--- src/rtl/pt_walker_pkg.sv ---
package pt_walker_pkg;
  localparam int unsigned AW      = 32;
  localparam int unsigned OFF_W   = 12;
  localparam int unsigned IDX_W   = 10;
  localparam int unsigned LOFF_W  = OFF_W + IDX_W;
  localparam int unsigned FRAME_W = AW - OFF_W;
  localparam int unsigned BYTE_W  = OFF_W - IDX_W;

  localparam int unsigned BIT_P  = 0;
  localparam int unsigned BIT_RW = 1;
  localparam int unsigned BIT_US = 2;
  localparam int unsigned BIT_A  = 5;
  localparam int unsigned BIT_D  = 6;
  localparam int unsigned BIT_PS = 7;

  typedef enum logic [2:0] {
    ST_IDLE, ST_DIR_RD, ST_DIR_WB, ST_TBL_RD, ST_TBL_WB
  } walk_st_e;

  function automatic logic [AW-1:0] leaf_paddr(logic [AW-1:0] ent, logic [AW-1:0] va,
                                               logic big);
    return big ? {ent[AW-1:LOFF_W], va[LOFF_W-1:0]} : {ent[AW-1:OFF_W], va[OFF_W-1:0]};
  endfunction
endpackage

--- src/rtl/pt_walker_perm.sv ---
module pt_walker_perm
  import pt_walker_pkg::*;
(
  input  logic [AW-1:0] entry_i,
  input  logic          write_i,
  input  logic          user_i,
  input  logic          leaf_i,
  output logic          fault_o,
  output logic          wb_o,
  output logic [AW-1:0] wdata_o
);
  logic need_d;

  always_comb begin
    fault_o = !entry_i[BIT_P] || (write_i && !entry_i[BIT_RW]) || (user_i && !entry_i[BIT_US]);
    need_d  = leaf_i && write_i && !entry_i[BIT_D];
    wb_o    = !entry_i[BIT_A] || need_d;
    wdata_o = entry_i;
    wdata_o[BIT_A] = 1'b1;
    if (need_d) wdata_o[BIT_D] = 1'b1;
  end
endmodule

--- src/rtl/pt_walker_addr.sv ---
module pt_walker_addr
  import pt_walker_pkg::*;
(
  input  walk_st_e           st_i,
  input  logic [AW-1:0]      va_i,
  input  logic [FRAME_W-1:0] pdbr_i,
  input  logic [FRAME_W-1:0] pde_frame_i,
  input  logic [AW-1:0]      wb_data_i,
  output logic               mem_req_o,
  output logic               mem_we_o,
  output logic [AW-1:0]      mem_addr_o,
  output logic [AW-1:0]      mem_wdata_o
);
  logic [AW-1:0] dir_addr, tbl_addr;

  assign dir_addr = {pdbr_i, va_i[AW-1 -: IDX_W], {BYTE_W{1'b0}}};
  assign tbl_addr = {pde_frame_i, va_i[LOFF_W-1:OFF_W], {BYTE_W{1'b0}}};

  always_comb begin
    mem_req_o   = st_i != ST_IDLE;
    mem_we_o    = (st_i == ST_DIR_WB) || (st_i == ST_TBL_WB);
    mem_addr_o  = ((st_i == ST_TBL_RD) || (st_i == ST_TBL_WB)) ? tbl_addr : dir_addr;
    mem_wdata_o = wb_data_i;
  end
endmodule

--- src/rtl/pt_walker_ctl.sv ---
module pt_walker_ctl
  import pt_walker_pkg::*;
(
  input  logic               clk_i,
  input  logic               rst_ni,
  input  logic               req_valid_i,
  input  logic [AW-1:0]      req_vaddr_i,
  input  logic               req_write_i,
  input  logic               req_user_i,
  input  logic [FRAME_W-1:0] pdbr_frame_i,
  input  logic               paging_en_i,
  input  logic               large_en_i,
  input  logic               mem_ack_i,
  input  logic [AW-1:0]      mem_rdata_i,
  input  logic               chk_fault_i,
  input  logic               chk_wb_i,
  input  logic [AW-1:0]      chk_wdata_i,
  output walk_st_e           st_o,
  output logic               req_ready_o,
  output logic [AW-1:0]      va_o,
  output logic [FRAME_W-1:0] pdbr_o,
  output logic [FRAME_W-1:0] pde_frame_o,
  output logic               wr_o,
  output logic               usr_o,
  output logic               leaf_o,
  output logic [AW-1:0]      wb_data_o,
  output logic               done_o,
  output logic               fault_o,
  output logic [AW-1:0]      paddr_o,
  output logic [AW-1:0]      fault_addr_o
);
  walk_st_e           st_q;
  logic [AW-1:0]      va_q, pde_q, pte_q, wb_q, paddr_q, fault_addr_q;
  logic [FRAME_W-1:0] pdbr_q;
  logic               wr_q, usr_q, large_en_q, large_q, done_q, fault_q;

  assign leaf_o = (st_q == ST_DIR_RD) ? (large_en_q && mem_rdata_i[BIT_PS]) : 1'b1;

  always_ff @(posedge clk_i or negedge rst_ni) begin
    if (!rst_ni) begin
      st_q <= ST_IDLE;
      va_q <= '0; pde_q <= '0; pte_q <= '0; wb_q <= '0;
      paddr_q <= '0; fault_addr_q <= '0; pdbr_q <= '0;
      wr_q <= 1'b0; usr_q <= 1'b0; large_en_q <= 1'b0; large_q <= 1'b0;
      done_q <= 1'b0; fault_q <= 1'b0;
    end else begin
      done_q <= 1'b0;
      unique case (st_q)
        ST_IDLE: if (req_valid_i) begin
          va_q       <= req_vaddr_i;
          wr_q       <= req_write_i;
          usr_q      <= req_user_i;
          pdbr_q     <= pdbr_frame_i;
          large_en_q <= large_en_i;
          if (!paging_en_i) begin
            done_q  <= 1'b1;
            fault_q <= 1'b0;
            paddr_q <= req_vaddr_i;
          end else begin
            st_q <= ST_DIR_RD;
          end
        end
        ST_DIR_RD: if (mem_ack_i) begin
          pde_q   <= mem_rdata_i;
          wb_q    <= chk_wdata_i;
          large_q <= leaf_o;
          if (chk_fault_i) begin
            st_q <= ST_IDLE; done_q <= 1'b1; fault_q <= 1'b1; fault_addr_q <= va_q;
          end else if (chk_wb_i) begin
            st_q <= ST_DIR_WB;
          end else if (leaf_o) begin
            st_q <= ST_IDLE; done_q <= 1'b1; fault_q <= 1'b0;
            paddr_q <= leaf_paddr(mem_rdata_i, va_q, 1'b1);
          end else begin
            st_q <= ST_TBL_RD;
          end
        end
        ST_DIR_WB: if (mem_ack_i) begin
          if (large_q) begin
            st_q <= ST_IDLE; done_q <= 1'b1; fault_q <= 1'b0;
            paddr_q <= leaf_paddr(pde_q, va_q, 1'b1);
          end else begin
            st_q <= ST_TBL_RD;
          end
        end
        ST_TBL_RD: if (mem_ack_i) begin
          pte_q <= mem_rdata_i;
          wb_q  <= chk_wdata_i;
          if (chk_fault_i) begin
            st_q <= ST_IDLE; done_q <= 1'b1; fault_q <= 1'b1; fault_addr_q <= va_q;
          end else if (chk_wb_i) begin
            st_q <= ST_TBL_WB;
          end else begin
            st_q <= ST_IDLE; done_q <= 1'b1; fault_q <= 1'b0;
            paddr_q <= leaf_paddr(mem_rdata_i, va_q, 1'b0);
          end
        end
        ST_TBL_WB: if (mem_ack_i) begin
          st_q <= ST_IDLE; done_q <= 1'b1; fault_q <= 1'b0;
          paddr_q <= leaf_paddr(pte_q, va_q, 1'b0);
        end
        default: st_q <= ST_IDLE;
      endcase
    end
  end

  assign st_o         = st_q;
  assign req_ready_o  = st_q == ST_IDLE;
  assign va_o         = va_q;
  assign pdbr_o       = pdbr_q;
  assign pde_frame_o  = pde_q[AW-1:OFF_W];
  assign wr_o         = wr_q;
  assign usr_o        = usr_q;
  assign wb_data_o    = wb_q;
  assign done_o       = done_q;
  assign fault_o      = fault_q;
  assign paddr_o      = paddr_q;
  assign fault_addr_o = fault_addr_q;
endmodule

--- src/rtl/pt_walker.sv ---
module pt_walker
  import pt_walker_pkg::*;
(
  input  logic          clk_i,
  input  logic          rst_ni,
  input  logic          req_valid_i,
  output logic          req_ready_o,
  input  logic [AW-1:0] req_vaddr_i,
  input  logic          req_write_i,
  input  logic          req_user_i,
  input  logic [AW-1:0] pdbr_i,
  input  logic          paging_en_i,
  input  logic          large_en_i,
  output logic          mem_req_o,
  output logic          mem_we_o,
  output logic [AW-1:0] mem_addr_o,
  output logic [AW-1:0] mem_wdata_o,
  input  logic [AW-1:0] mem_rdata_i,
  input  logic          mem_ack_i,
  output logic          resp_done_o,
  output logic          resp_fault_o,
  output logic [AW-1:0] resp_paddr_o,
  output logic [AW-1:0] fault_addr_o
);
  walk_st_e           st;
  logic [AW-1:0]      va, wb_data, chk_wdata;
  logic [FRAME_W-1:0] pdbr_frame, pde_frame;
  logic               wr, usr, leaf, chk_fault, chk_wb;

  pt_walker_ctl u_ctl (
    .clk_i, .rst_ni, .req_valid_i, .req_vaddr_i, .req_write_i, .req_user_i,
    .pdbr_frame_i (pdbr_i[AW-1:OFF_W]),
    .paging_en_i, .large_en_i, .mem_ack_i, .mem_rdata_i,
    .chk_fault_i  (chk_fault),
    .chk_wb_i     (chk_wb),
    .chk_wdata_i  (chk_wdata),
    .st_o         (st),
    .req_ready_o,
    .va_o         (va),
    .pdbr_o       (pdbr_frame),
    .pde_frame_o  (pde_frame),
    .wr_o         (wr),
    .usr_o        (usr),
    .leaf_o       (leaf),
    .wb_data_o    (wb_data),
    .done_o       (resp_done_o),
    .fault_o      (resp_fault_o),
    .paddr_o      (resp_paddr_o),
    .fault_addr_o
  );

  pt_walker_perm u_perm (
    .entry_i (mem_rdata_i),
    .write_i (wr),
    .user_i  (usr),
    .leaf_i  (leaf),
    .fault_o (chk_fault),
    .wb_o    (chk_wb),
    .wdata_o (chk_wdata)
  );

  pt_walker_addr u_addr (
    .st_i        (st),
    .va_i        (va),
    .pdbr_i      (pdbr_frame),
    .pde_frame_i (pde_frame),
    .wb_data_i   (wb_data),
    .mem_req_o, .mem_we_o, .mem_addr_o, .mem_wdata_o
  );
endmodule

--- config.mk ---
export PLATFORM = sky130hd
export DESIGN_NAME = pt_walker
export DESIGN_NICKNAME = d
export VERILOG_FILES = /design/src/rtl/pt_walker_pkg.sv /design/src/rtl/pt_walker_perm.sv /design/src/rtl/pt_walker_addr.sv /design/src/rtl/pt_walker_ctl.sv /design/src/rtl/pt_walker.sv
export SDC_FILE = /design/constraint.sdc
export NUM_CORES = 1
export LEC_CHECK = 0
export CAP_MARGIN = 10
export CELL_PAD_IN_SITES_DETAIL_PLACEMENT = 2
export CELL_PAD_IN_SITES_GLOBAL_PLACEMENT = 2
export CORE_MARGIN = 2
export CORE_UTILIZATION = 33
export DETAILED_ROUTE_END_ITERATION = 7
export GPL_TIMING_DRIVEN = 0
export HOLD_SLACK_MARGIN = 0.1
export PLACE_DENSITY_LB_ADDON = 0.1
export SYNTH_ARGS = -nofsm -noshare
export SYNTH_HDL_FRONTEND = slang
export SYNTH_HIERARCHICAL = 1
export SYNTH_SLANG_ARGS = --single-unit
--- constraint.sdc ---
create_clock -name clk_i -period 2.73 [get_ports clk_i]
set_input_delay 0.273 -clock clk_i [delete_from_list [all_inputs] [get_ports clk_i]]
set_output_delay 0.273 -clock clk_i [all_outputs]
set_load 0.02 [all_outputs]
# After elaboration in Yosys (flattened, before gate mapping)
# Cells that the tools add are included.
# totals
register_bits	221
input_bits	104
# classes
muxes	55
reduce_logical	27
n_eq_ne	20
# op_table
operator	n
$mux W32	13
$pmux W32 S5	1
$mux W3	10
$mux W1	26
$ne A2 B2 Y1 const B	11
$pmux W3 S5	1
$reduce_and A13 Y1	1
$reduce_and A11 Y1	1
$pmux W1 S5	2
$reduce_and A2 Y1	4
$eq A3 B2 Y1 const B	2
$ne A3 B3 Y1 const B	2
$reduce_and A6 Y1	1
$logic_and A1 B1 Y1	5
$logic_not A1 Y1	5
$logic_or A1 B1 Y1	5
$reduce_bool A5 Y1	1
$mux W2	2
$ne A2 B1 Y1 const B	2
$eq A3 B1 Y1 const B	1
$eq A3 B3 Y1 const B	1
$logic_not A3 Y1	1
$ne A3 B2 Y1 const B	1
$reduce_and A3 Y1	1
2 further kinds	2

# Logic depth before layout (Yosys ltp)
# Gate-level depths: netlist of run 1.
# logic_depth
depth_word	9
depth_mapped	13
ltp_nobuf	9

# Modules after synthesis
# Netlist of run 1, hierarchy kept.
# modules_own_cells
module	cells_per_inst	instances	area_each_um2
pt_walker_ctl	685	1	8846.0
pt_walker_addr	183	1	1310.0
pt_walker_perm	38	1	274.0

# Worst setup path before layout of run 1
# OpenSTA, ideal clock, no wires.
# synth_timing
kind	reg-to-reg
from	register u_ctl.st_q[2], in the netlist u_ctl/st_o[2]
to	register u_ctl.paddr_q[12], in the netlist u_ctl/paddr_o[12]
stages_incl_launch_ff	14
setup_slack_ns	0.211
t_required_ns	2.605
setup_time_ns	0.125
period_less_slack_ns	2.519
arrival_ns	2.394
n_path_buf	6
path_cell_list	dfrtp_1 > buf_2 > buf_4 > buf_4 > buf_2 > nor2_1 > nand2_1 > nand2_1 > o21ai_1 > o31ai_1 > o311a_1 > buf_6 > buf_6 > mux2_4
# synth_between
elab_chain_len	7
# synth_lines
element	line_no	source
from (decl)	pt_walker_ctl.sv:32	walk_st_e st_q;
from (signal assigned)	pt_walker_ctl.sv:41	st_q <= ST_IDLE;
from (signal assigned)	pt_walker_ctl.sv:60	st_q <= ST_DIR_RD;
from (signal assigned)	pt_walker_ctl.sv:68	st_q <= ST_IDLE; done_q <= 1'b1; fault_q <= 1'b1; fault_addr_q <= va_q;
$eq A3 B1 Y1 *	pt_walker_ctl.sv:37	assign leaf_o = (st_q == ST_DIR_RD) ? (large_en_q && mem_rdata_i[BIT_PS]) : 1'b1;
$mux W1 *	pt_walker_ctl.sv:37	
named net leaf	pt_walker.sv:28	logic wr, usr, leaf, chk_fault, chk_wb;
$logic_and A1 B1 Y1 * (2 in a row)	pt_walker_perm.sv:16	need_d = leaf_i && write_i && !entry_i[BIT_D];
$logic_or A1 B1 Y1 *	pt_walker_perm.sv:17	wb_o = !entry_i[BIT_A] || need_d;
named net chk_wb	pt_walker.sv:28	
$ne A2 B2 Y1 (no source line)	-	
$reduce_and A13 Y1 (no source line) *	-	
to (signal assigned)	pt_walker_ctl.sv:58	paddr_q <= req_vaddr_i;
to (signal assigned)	pt_walker_ctl.sv:73	paddr_q <= leaf_paddr(mem_rdata_i, va_q, 1'b1);
to (signal assigned)	pt_walker_ctl.sv:81	paddr_q <= leaf_paddr(pde_q, va_q, 1'b1);
to (decl)	pt_walker_ctl.sv:33	logic [AW-1:0] va_q, pde_q, pte_q, wb_q, paddr_q, fault_addr_q;
# The timed path passes the listed nets; every way through them passes the cells marked *.
# A chain may end at the register's enable or synchronous reset.

# Final worst setup path of run 1
# layout_timing
from	register u_ctl.st_q[0], in the netlist u_ctl/st_o[0]
to	output port req_ready_o
# layout_between
elab_chain_len	1
# layout_lines
element	line_no	source
$logic_not A3 Y1	pt_walker_ctl.sv:108	assign req_ready_o = st_q == ST_IDLE;
to (decl)	pt_walker.sv:7	output logic req_ready_o,
# Every way passes these cells.

==> results of run 1 <==
-- what timing repair did --
action                                  CTS  global route
endpoints found under the setup margin   67            45
setup buffers                             1             2
hold buffers                              7             0
resized for setup                        21            20
endpoints found under the hold margin   101             0
-- registers in the layout, summed over array words and instances, names as in the netlist --
signal,flops
u_ctl/fault_addr_o,32
u_ctl/paddr_o,32
u_ctl/va_o,32
u_ctl/wb_data_o,32
u_ctl/pdbr_o,20
u_ctl/pde_q,20
u_ctl/pte_q,20
u_ctl/st_o,3
u_ctl/done_o,1
u_ctl/fault_o,1
u_ctl/large_en_q,1
u_ctl/large_q,1
u_ctl/usr_o,1
u_ctl/wr_o,1
-- path summary, 6_finish.rpt --
path | startpoint | end | slack (ns) | cells past startpoint
min | mem_ack_i | u_ctl/st_o[2]$_DFFE_PN0P_ | 0.17 | 2
min reg2reg | u_ctl/wb_data_o[18]$_DFFE_PN0P_ | u_ctl/wb_data_o[18]$_DFFE_PN0P_ | 0.48 | 2
max | u_ctl/st_o[0]$_DFFE_PN0P_ | req_ready_o | 0.12 | 5
max reg2reg | u_ctl/st_o[0]$_DFFE_PN0P_ | u_ctl/paddr_o[4]$_DFFE_PN0P_ | 0.14 | 11
max in group asynchronous | rst_ni | u_ctl/st_o[2]$_DFFE_PN0P_ | 1.29 | 3
min in group asynchronous | rst_ni | u_ctl/wb_data_o[10]$_DFFE_PN0P_ | 0.43 | 2
-- through the flow --
step | cells | cell area (um^2) | power, mW
2_1_floorplan | 907 | 10400 | 7.77
3_3_place_gp | 1524 | 13100 | 10.3
3_5_place_dp | 1525 | 13100 | 10.4
4_1_cts | 1562 | 13700 | 13.0
5_1_grt | 1564 | 13800 | 13.6
6_report | 1564 | 13800 | 12.8
-- logic make-up after synthesis --
family          count (synthesis)
xor+xnor                        1
mux                           209
simple gates                  232
other cells                     2
buf+inv                       134
compound gates                131
flops                         197
-- layout by cell type (no fill, tap or decap), types with 12 or more instances in the layout --
cell	n
mux2_2	154
nor3b_1	31
dlymetal6s2s_1	16
buf_6	15
nand2_1	123
clkbuf_16	17
clkdlybuf4s50_1	183
dlygate4sd2_1	15
o221a_2	20
dfrtp_1	195
nor2_1	44
o21ai_0	37
mux2i_1	26
clkbuf_1	16
mux2_4	29
buf_4	80
a31oi_1	12
-- power by group through the flow --
stage | registers, mW | logic (mW) | clock network [mW]
4_1_cts | 4.85 | 5.53 | 2.64
3_3_place_gp | 4.86 | 5.43 | 0
3_5_place_dp | 4.89 | 5.54 | 0
2_1_floorplan | 5.19 | 2.58 | 0
6_report | 4.83 | 5.44 | 2.55
5_1_grt | 5.00 | 5.81 | 2.75
-- cell type report --
| type | count | area share (%) |
|---|---|---|
| clock inverters | 14 | 0.997 |
| well taps | 402 | 3.64 |
| clock buffers | 18 | 3.11 |
| plain buffers | 127 | 6.76 |
| inverters | 4 | 0.109 |
| repair buffers | 226 | 16.6 |
| flip-flops and latches | 197 | 35.7 |
| multi-input cells | 576 | 33.0 |
-- routing by layer --
layer / track usage, % / vias up
met3: 3.77 / 30
met2: 36.1 / 171
met4: 6.18 / 0
met1: 28.6 / 4124
met5: 0 / -
li1: - / 3627
==> flow_summary.yaml, run 1 <==
floorplan:
  design.die.area_mm2: 0.0330
  fp.dieW_um: 182
  placementRows: 65
  ios: 237
  start_util_pct: 33.3
  core_mm2: 0.0313
  die_h_um: 182
layout:
  multi_input_area_mm2: 0.00456
  nets: 1253
  syn_to_final_growth_pct: 32.4
  fill_cells: 3199
  final_util_pct: 44.1
  n_antenna_cell: 0
  final_layout_size_suffix_gt1_share_pct: 31.1
  seqCellArea_mm2: 0.00493
worst_hold_path:
  min_path_type: "in -> reg"
logic_synthesis:
  synth_edf_count: 0
  synth_cell_type_count: 53
  synthCells: 906
  synth_area_leaders: "dfrtp_1 47%, mux2_2 17%, buf_4 5.7%"
  ys_seq_area_share_pct: 47.3
  syn_area_mm2: 0.0104
  ys_top_cells_by_count: "197 x dfrtp_1, 154 x mux2_2, 123 x nand2_1, 79 x buf_4, 44 x nor2_1"
  yosysTopAreaCell: "dfrtp_1"
  ys.flop_type: "dfrtp_1"
  synth-compound-area-share_pct: 9.73
  synthSimpleGateAreaFrac_pct: 10.4
  synth_xor_area_share_pct: 0.0840
  async_reset_ff_share_pct: 100
  yosys_warnings: 6
  synth_top_family_by_area: "multiplexers"
  synth-seq-cells: 197
  synth_top_area_share_pct: 47.3
  synthAdderAreaFrac_pct: 0
  yosysMostFrequentCell: "dfrtp_1"
  synth_mux_area_share_pct: 23.3
  syn_area_per_cell_um2: 11.5
critical_path:
  cp-start-kind: "flip-flop"
  path_buf_inv: 3
  path_max_fanout: 12
  worstSetupPathType: "reg -> out"
  cpMaxStageDelayCell: "clkdlybuf4s50_1"
  cpMostUsedCell: "buf_4"
  worstPathArrival_ns: 2.34
  crit_path_cell_trace: "buf_4, or2_1, buf_4, nor2_1, clkdlybuf4s50_1"
  endpoint_kind: "output port"
  crit_family: "buffers and inverters"
  cp.required_ns: 2.46
  critPathMaxStageDelay_ns: 0.66
drt:
  vias: 7952
  final_antenna_net_count: 0
  drt-total-wl_mm: 34.8
  wl_met2_mm: 17.1
  drc: 0
  routed.top_layer: "met4"
  wl_met3_mm: 1.20
  first_pass_iters: 4
  wl_met1_mm: 15.7
  vias_per_cell: 5.08
  wl_per_cell_um: 22.2
  drt-initial-drc-count: 330
power:
  combPwrFrac_pct: 42.4
  clkPwrFrac_pct: 19.9
  switching_share_pct: 36.1
  intPower_mw: 8.20
  p_per_area_mw_per_mm2: 929
  pwr-share-seq_pct: 37.7
  max-vdd-ir-drop_mv: 0.437
  power.leakage_nw: 6.03
  p_switching_mw: 4.63
placed_design:
  portBuffers: 215
  hpwl_mm: 25.2
  gp_congestion: 0.813
  post-place-ws_ns: -0.547
sta:
  final.period_utilization_pct: 95.7
  slew-limit-headroom_pct: 46.4
  hold_slack_ns: 0.165
  drv_slew: 0
  hold_violations: 0
  worst_pin_slew_ns: 0.803
  setup_viol: 0
  min_period_ns: 2.61
  tns_ns: 0
  setup_ws_ns: 0.118
  clock_skew_ns: 0.0139
  fmax_mhz: 383
outcome:
  status: "completed"
clock_network:
  cts_max_path_buffers: 2
  worstSkewPairLatency_ns: 0.45
  h-tree-depth: 4
  clock-sinks: 197
  cts_made_buffers: 17
  root_buffer: "clkbuf_16"
  cts_tree: "done"
  clkTransAtPathRegs_ns: 0.08
job:
  drv_cap: 0
global_routing:
  grt_max_degree: 103
  grt_pass1_vias: 8785
  grt_pass1_wl_mm: 53.7
  grt_usage_pct: 21.5
  antenna_found_initial: 0
  gr-total-overflow: 0
Note: power is estimated with default switching activity, not from simulation.
==> inputs of run 2 (changes only) <==
- ABC_AREA: default -> 1
- CORE_UTILIZATION: 33 -> 25
- clock period: 2.73 -> 2.3 ns (I/O delays scaled with it)
==> flow_summary.yaml, run 2 <==
logic_synthesis:
  yosysMostFrequentCell: "nand2_1"
  synthAdderAreaFrac_pct: 0
  synth_cell_type_count: 24
  synth_top_family_by_area: "simple AND/OR/NAND/NOR gates"
  syn_area_per_cell_um2: 7.98
  synthCells: 1163
  synth-compound-area-share_pct: 8.20
  synth_top_area_share_pct: 53.1
  ys_top_cells_by_count: "487 x nand2_1, 197 x dfrtp_1, 126 x o21ai_0, 83 x inv_1, 78 x nand3_1"
  synth_edf_count: 0
  yosysTopAreaCell: "dfrtp_1"
  synthSimpleGateAreaFrac_pct: 25.7
  ys_seq_area_share_pct: 53.1
  synth_mux_area_share_pct: 1.21
  ys.flop_type: "dfrtp_1"
  synth-seq-cells: 197
  synth_xor_area_share_pct: 0
  yosys_warnings: 6
  async_reset_ff_share_pct: 100
  synth_area_leaders: "dfrtp_1 53%, nand2_1 20%, o21ai_0 6.8%"
  syn_area_mm2: 0.00928
global_routing:
  grt_usage_pct: 19.5
  grt_pass1_vias: 9440
  grt_max_degree: 106
  antenna_found_initial: 0
  gr-total-overflow: 0
  grt_pass1_wl_mm: 56.5
drt:
  vias: 8513
  drt-initial-drc-count: 353
  first_pass_iters: 4
  drt-total-wl_mm: 36.7
  drc: 0
  final_antenna_net_count: 0
  wl_per_cell_um: 19.4
  vias_per_cell: 4.49
critical_path:
  worstPathArrival_ns: 1.97
  cpMostUsedCell: "buf_4"
  endpoint_kind: "output port"
  path_max_fanout: 10
  cp.required_ns: 2.07
  crit_path_cell_trace: "buf_4, o21ai_2, buf_4, nand3_1, nand2_1, dlygate4sd2_1"
  worstReg2RegEnd: "u_ctl/paddr_o[12]$_DFFE_PN0P_"
  r2r-start: "u_ctl/st_o[2]$_DFFE_PN0P_"
  critPathMaxStageDelay_ns: 0.48
  path_buf_inv: 3
  cp-start-kind: "flip-flop"
  crit_path_end: "mem_addr_o[6]"
  reg2reg_slack_ns: 0.14
  r2r_cells: 14
  crit_path_start: "u_ctl/st_o[2]$_DFFE_PN0P_"
  crit_family: "buffers and inverters"
  worstSetupPathType: "reg -> out"
  path_depth: 6
  cpMaxStageDelayCell: "dfrtp_2"
worst_hold_path:
  min_path_type: "in -> reg"
sta:
  final.period_utilization_pct: 95.7
  worst_pin_slew_ns: 0.979
  hold_slack_ns: 0.315
  clock_skew_ns: 0.0143
  fmax_mhz: 454
  setup_viol: 0
  min_period_ns: 2.20
  rsz0062_at_grt: "true"
  slew-limit-headroom_pct: 34.3
  hold_violations: 0
  drv_slew: 0
clock_network:
  h-tree-depth: 4
  cts_tree: "done"
  root_buffer: "clkbuf_16"
  clock-sinks: 197
  cts_made_buffers: 17
  clkTransAtPathRegs_ns: 0.08
  worstSkewPairLatency_ns: 0.46
  cts_max_path_buffers: 2
placed_design:
  gp_congestion: 0.774
  hpwl_mm: 27.1
  portBuffers: 216
  placed_cells: 1850
layout:
  fin_cells: 1898
  layout_common_cells: "484 x nand2_1, 194 x dfrtp_1, 183 x clkdlybuf4s50_1, 125 x o21ai_0, 83 x inv_1"
  final_layout_size_suffix_gt1_share_pct: 11.6
  layout_commonest_cell: "nand2_1"
  syn_to_final_growth_pct: 39.8
  final_util_pct: 35.4
  nets: 1520
floorplan:
  ios: 237
  fp.dieW_um: 197
  design.die.area_mm2: 0.0387
  placementRows: 70
  start_util_pct: 25.3
  core_mm2: 0.0366
  die_h_um: 197
power:
  power.leakage_nw: 6.43
  p_per_area_mw_per_mm2: 1460
  max-vdd-ir-drop_mv: 0.615
  total_power_mw: 18.9
outcome:
  status: "completed"
job:
  drv_cap: 0
-- run 2: cell types whose count changed after synthesis, moves of 20 or more --
cell     delta
mux2i_1    -26
nand2_1   +364
mux2_4     -29
o221a_2    -20
mux2_2    -153
o21ai_0    +89
nor2_1     -34
inv_1      +79
nor3b_1    -31
nand3_1    +77
-- run 2: metal layers --
| layer | track usage (%) | vias to the layer above | wire (um) |
|---|---|---|---|
| met1 | 26.4 | 4262 | 17400 |
| met4 | 4.76 | 0 | 446 |
| li1 | - | 4082 | - |
| met5 | 0 | - | 0 |
| met3 | 3.13 | 22 | 1240 |
| met2 | 32.7 | 147 | 17600 |
-- run 2: timing repair --
action | 4_1_cts | 5_1_grt
pin swaps | 2 | 1
resized for setup | 53 | 27
buffers inserted | 4 | 2
hold buffers | 7 | 0
cloned | 0 | 2
setup endpoints to repair | 64 | 89
endpoints found under the hold margin | 110 | 0
-- run 2: worst min path at each step --
| stage | from | end | cells after the start |
|---|---|---|---|
| after global routing | pdbr_i[26] | u_ctl/pdbr_o[14]$_DFFE_PN0P_ | 3 |
| after CTS | pdbr_i[26] | u_ctl/pdbr_o[14]$_DFFE_PN0P_ | 3 |
| after detailed placement | rst_ni | u_ctl/wb_data_o[4]$_DFFE_PN0P_ | 2 |
| final | pdbr_i[26] | u_ctl/pdbr_o[14]$_DFFE_PN0P_ | 3 |
| after global placement | mem_rdata_i[11] | u_ctl/wb_data_o[11]$_DFFE_PN0P_ | 3 |
| after floorplan | rst_ni | u_ctl/done_o$_DFF_PN0_ | 0 |
-- run 2: logic make-up after synthesis --
family	Yosys count
flops	197
other cells	2
simple gates	593
compound gates	151
mux	10
buf+inv	210
-- run 2: area by class of cell --
type | count | area (um^2)
flip-flops and latches | 197 | 4930
clock inverters | 15 | 238
well taps | 468 | 586
clock buffers | 17 | 425
fillers | 4210 | 23600
diodes | 1 | 2.50
inverters | 84 | 318
repair buffers | 233 | 2330
plain buffers | 126 | 813
multi-input cells | 757 | 3320
-- run 2: power by group --
| part | leakage [nW] | internal, mW | total [mW] | switching, mW |
|---|---|---|---|---|
| Combinational | 3.65 | 3.74 | 9.28 | 5.54 |
| Sequential | 2.45 | 5.08 | 6.13 | 1.05 |
| Clock | 0.329 | 1.97 | 3.50 | 1.53 |
| Total | 6.43 | 10.8 | 18.9 | 8.11 |
-- run 2: worst reg2reg max path, cell delays in order (launching register included) --
cell,delay (ns)
dfrtp_2,0.48
inv_4,0.12
nand2_4,0.10
nor2_4,0.14
nand2_4,0.08
nand2_2,0.09
o21ai_2,0.08
o21ai_2,0.16
nand3_2,0.10
buf_12,0.17
nor2_4,0.14
buf_12,0.14
buf_2,0.17
nand2_1,0.07
nand2_1,0.06
-- run 2: metrics by stage --
step / TNS (ns) / instance area, um^2 / setup slack (ns)
floorplan: 0 / 9280 / 0.425
global placement: -1681.68 / 12000 / -8.48
detailed placement: -16.52 / 12100 / -0.525
CTS: 0 / 12900 / 0.0270
global route: -0.124 / 13000 / -0.0248
finish: 0 / 13000 / 0.0986
